## src/rtl/combo_lock_pkg.sv

```systemverilog
package combo_lock_pkg;

    localparam int NUM_STAGES = 3;
    localparam int STATE_W    = NUM_STAGES + 1;

    typedef enum logic [STATE_W-1:0] {
        LK_ERROR  = 4'b0000,
        LK_STAGE1 = 4'b0001,
        LK_STAGE2 = 4'b0010,
        LK_STAGE3 = 4'b0100,
        LK_OPEN   = 4'b1000
    } lock_state_e;

    typedef struct packed {
        lock_state_e state;
    } lock_regs_t;

endpackage

```

## src/rtl/combo_lock_datapath.sv

```systemverilog
module combo_lock_datapath #(
    parameter int VAL_W = 4,
    parameter int NUM   = 3,
    parameter logic [NUM*VAL_W-1:0] CODE = {4'd2, 4'd4, 4'd3}
) (
    input  logic [NUM-1:0]   sel,
    input  logic [VAL_W-1:0] digit,
    output logic             match
);

    logic [VAL_W-1:0] term [NUM];
    logic [VAL_W-1:0] picked;

    // One AND-mask per stored digit; the select is one-hot so an OR merges them
    for (genvar i = 0; i < NUM; i++) begin : g_term
        assign term[i] = {VAL_W{sel[i]}} & CODE[i*VAL_W +: VAL_W];
    end

    always_comb begin
        picked = '0;
        for (int i = 0; i < NUM; i++) begin
            picked = picked | term[i];
        end
    end

    assign match = (picked == digit);

endmodule

```

## src/rtl/combo_lock_ctrl.sv

```systemverilog
module combo_lock_ctrl
    import combo_lock_pkg::*;
(
    input  logic                  clk,
    input  logic                  rst,
    input  logic                  strobe,
    input  logic                  match,
    output logic [NUM_STAGES-1:0] sel,
    output logic                  open_o
);

    lock_regs_t regs_d, regs_q;

    always_comb begin
        regs_d = regs_q;
        unique case (regs_q.state)
            LK_STAGE1, LK_STAGE2, LK_STAGE3: begin
                if (strobe) begin
                    if (match) regs_d.state = lock_state_e'(regs_q.state << 1);
                    else       regs_d.state = LK_ERROR;
                end
            end
            LK_OPEN:  regs_d.state = LK_OPEN;
            LK_ERROR: regs_d.state = LK_ERROR;
            default:  regs_d.state = LK_ERROR;
        endcase
    end

    always_ff @(posedge clk) begin
        if (rst) regs_q <= '{state: LK_STAGE1};
        else     regs_q <= regs_d;
    end

    assign sel    = regs_q.state[NUM_STAGES-1:0];
    assign open_o = regs_q.state[NUM_STAGES];

    p_reset_stage1_r1: assert property (@(posedge clk) rst |=> regs_q.state == LK_STAGE1);

    p_hold_no_strobe_r2: assert property (@(posedge clk) disable iff (rst)
        (!strobe && sel != '0) |=> $stable(regs_q.state));

    p_advance_r3: assert property (@(posedge clk) disable iff (rst)
        (strobe && match && regs_q.state == LK_STAGE2) |=> regs_q.state == LK_STAGE3);

    p_miss_error_r4: assert property (@(posedge clk) disable iff (rst)
        (strobe && !match && sel != '0) |=> regs_q.state == LK_ERROR);

    p_open_sticky_r5: assert property (@(posedge clk) disable iff (rst)
        (regs_q.state == LK_OPEN) |=> regs_q.state == LK_OPEN);

    p_error_sticky_r6: assert property (@(posedge clk) disable iff (rst)
        (regs_q.state == LK_ERROR) |=> regs_q.state == LK_ERROR);

    p_code_onehot_r10: assert property (@(posedge clk) disable iff (rst)
        $onehot0(regs_q.state));

endmodule

```

## src/rtl/combo_lock.sv

```systemverilog
module combo_lock
    import combo_lock_pkg::*;
#(
    parameter int VAL_W = 4,
    parameter logic [NUM_STAGES*VAL_W-1:0] CODE = {4'd2, 4'd4, 4'd3}
) (
    input  logic             clk,
    input  logic             rst,
    input  logic             digit_vld,
    input  logic [VAL_W-1:0] digit_in,
    output logic             door_open
);

    logic [NUM_STAGES-1:0] sel;
    logic                  match;

    combo_lock_datapath #(
        .VAL_W (VAL_W),
        .NUM   (NUM_STAGES),
        .CODE  (CODE)
    ) u_dp (
        .sel   (sel),
        .digit (digit_in),
        .match (match)
    );

    combo_lock_ctrl u_ctrl (
        .clk    (clk),
        .rst    (rst),
        .strobe (digit_vld),
        .match  (match),
        .sel    (sel),
        .open_o (door_open)
    );

    // Third digit right: door must be open on the next edge
    p_last_digit_opens_r7: assert property (@(posedge clk) disable iff (rst)
        (sel[NUM_STAGES-1] && digit_vld && match) |=> door_open);

    // Door and select never active together
    p_open_excl_r10: assert property (@(posedge clk) disable iff (rst)
        door_open |-> (sel == '0));

    // Stage 1 compares against the first stored digit
    p_first_digit_r8: assert property (@(posedge clk) disable iff (rst)
        (sel[0] && digit_vld && digit_in == CODE[VAL_W-1:0]) |=> sel[1]);

endmodule

```

## config.mk

```make
export PLATFORM = sky130hd
export DESIGN_NAME = combo_lock
export DESIGN_NICKNAME = d
export VERILOG_FILES = /design/src/rtl/combo_lock_pkg.sv /design/src/rtl/combo_lock_datapath.sv /design/src/rtl/combo_lock_ctrl.sv /design/src/rtl/combo_lock.sv
export SDC_FILE = /design/constraint.sdc
export NUM_CORES = 1
export LEC_CHECK = 0
export BUFFER_PORTS_ARGS = -buffer_cell sky130_fd_sc_hd__buf_2
export CORE_AREA = 10 10 47 49
export CTS_CLUSTER_SIZE = 25
export DETAILED_ROUTE_END_ITERATION = 10
export DIE_AREA = 0 0 57 59
export GPL_TIMING_DRIVEN = 0
export HOLD_SLACK_MARGIN = 0.02
export SETUP_SLACK_MARGIN = 0.3
export SYNTH_ARGS = -nofsm -noshare
export SYNTH_HDL_FRONTEND = slang
export SYNTH_HIERARCHICAL = 1
export SYNTH_SLANG_ARGS = --single-unit
```

## constraint.sdc

```tcl
create_clock -name clk -period 3 [get_ports clk]
set_input_delay 0.3 -clock clk [delete_from_list [all_inputs] [get_ports clk]]
set_output_delay 0.3 -clock clk [all_outputs]
set_load 0.05 [all_outputs]
```

==> reports/metrics.cfg <==
[outcome]
status = finished clean

[finish]
top_register = u_ctrl/regs_q
largestRegisters = u_ctrl/regs_q: 4 flops
multiInputGateArea_um2 = 141.4
nets = 43
largest_register_ff_count = 4
stdcell_count = 50
drive_above_1_share_pct = 32.35
synthToLayoutAreaGrowth_pct = 35.03
seqCellArea_um2 = 80.08
final_design_area_no_fill_um2 = 299.0
antenna_cells = 0
nFillCells = 169

[clock_network]
cts_buffer_depth = 2
cts.root.buffer_cell = clkbuf_4
clk_pin_slew_ps = 40
cts_resized = 0
cts_setup_buffers = 0
numCtsBuffers = 3
cts_htree_levels = 1
cts_tree = done
cts_num_sinks = 4
clkLatencyLatePin_ps = 230
cts_hold_buf = 0

[sta]
skew_ps = 2.182
slew_headroom_pct = 77.20
fmax_mhz = 623.5
min_period_over_period_pct = 53.47
rsz0062_at_grt = false
fin_setup_tns_ps = 0
setup_violations = 0
hold_viol_final = 0
fin_crit_ps = 1604
maxSlewViolCount = 0
worst_pin_slew_ps = 333.4

[setup_path]
critical_path.max_fanout = 7
critical_path_class = flip-flop to flip-flop
ff2ff_setup_slack_ps = 1400
critical_path_arrival_ps = 1710
worst_setup_path_start_kind = flip-flop
crit_path_end_kind = flip-flop
cp_data_required_time_ps = 3100

[synthesis]
synthDistinctLibCells = 15
ys_ff_latch = 4
syn-num-nets = 31
synth.yosys.warnings = 6
synth_area_leaders = dfxtp_1, xor2_1, nand3_1, nand2b_1, a21oi_1
synth.cell_area_um2 = 221.5
synth_top_area_cell = dfxtp_1
synth.top_cell.area_share_pct = 36.16
syn_area_per_cell_um2 = 9.228
ys_seq_area_share_pct = 36.16
syn_inst = 24

[place]
placed_area_um2 = 276.5
gp_congestion = 0.6356
io_buffers = 7
dp.cells = 47

[routing]
ant_nets = 0
via_per_inst = 4.340
drt-initial-drc-count = 0
top_layer_used = met3
vias = 217
routed_wl_um = 522
wl_per_cell_um = 10.44
first_pass_iters = 1
wl_met3_um = 34
drc = 0
wl_met2_um = 300
met1Wirelength_um = 186

[floorplan]
ios = 8
die_h_um = 59
die-width_um = 57
die_area_mm2 = 0.003363
std_cell_rows = 14
start_util_pct = 15.80
fp.coreArea_mm2 = 0.001401

[grt]
grt_pass1_wl_um = 869
antenna_found_initial = 0
grt_use_total_pct = 3.539
grt_max_degree = 8
overflow = 0
grt_pass1_vias = 227

[power_and_ir_drop]
vdd_drop_max_v = 0.0001295
p_leak_uw = 0.0001130
power-per-cell-area_mw_per_mm2 = 444.7

[worst_hold_path]
hold_path_class = primary input to flip-flop

[run]
maxCapViolCount = 0

power by group:
part / leakage [µW] / switching, µW / internal [µW]
Clock: 0.0000138 / 19.2 / 44.5
Combinational: 0.0000666 / 5.79 / 6.95
Sequential: 0.0000326 / 1.87 / 54.6
Total: 0.000113 / 26.8 / 106
final cells by class:
class	instances	share of cell area, %
clock buffers	3	7.531
multi-input cells	20	47.28
flip-flops and latches	4	26.78
well taps	16	6.695
repair buffers	7	11.72
path summary, 6_finish.rpt:
path / start / to / depth (start not counted)
setup reg to reg: u_ctrl/regs_q[2]$_SDFFE_PP0P_ / u_ctrl/regs_q[3]$_SDFFE_PP0P_ / 5
setup / recovery: u_ctrl/regs_q[2]$_SDFFE_PP0P_ / u_ctrl/regs_q[3]$_SDFFE_PP0P_ / 5
hold / removal: rst / u_ctrl/regs_q[3]$_SDFFE_PP0P_ / 2
hold reg to reg: u_ctrl/regs_q[3]$_SDFFE_PP0P_ / u_ctrl/regs_q[3]$_SDFFE_PP0P_ / 2
cell usage after synthesis:
cell type / n
nor2_1: 1
nand2b_1: 2
or4b_1: 1
a21oi_1: 2
or2b_1: 1
a2111oi_0: 1
xor2_1: 3
o21ai_0: 1
o31a_1: 1
o21bai_1: 1
nand3_1: 3
nand4b_1: 1
nor3_2: 1
o211ai_1: 1
dfxtp_1: 4
placed cells by master (no fill, tap or decap):
cell       n
buf_2      7
dfxtp_1    4
clkbuf_4   3
nand3_1    3
xor2_1     3
nand2b_1   2
a21oi_1    2
nand4b_1   1
a2111oi_0  1
or2b_1     1
o21ai_0    1
nor2_1     1
o211ai_1   1
or4b_1     1
o21bai_1   1
o31a_1     1
nor3_2     1
critical path, cell delays in order (launching register included):
cell and delay [ps]:
dfxtp_1 430, xor2_1 100, o31a_1 250, nor3_2 220
nand4b_1 120, a2111oi_0 360
cell families after synthesis:
group / Yosys count / synth area share [%]
DFF: 4 / 36.16
and+or+nand+nor: 10 / 30.51
AOI/OAI and AO/OA: 7 / 21.47
xor gates and xnor gates: 3 / 11.87
layer usage:
metal,track usage [%],vias to the layer above
met5,0,-
met4,4.027,0
met3,2.790,0
met2,5.581,3
met1,2.485,102
li1,-,112
per-stage QoR:
stage	setup WS (ps)	hold WS (ps)	total power (µW)	util [%]
global placement	1325	509.7	69.71	19.73
floorplan	1568	383.1	63.36	-
global route	1283	278.9	142.7	21.34
CTS	1353	268.5	137.6	21.34
finish	1396	271.9	133.0	21.34
detailed placement	1316	514.9	70.13	19.73
(Power assumes the default switching activity.)
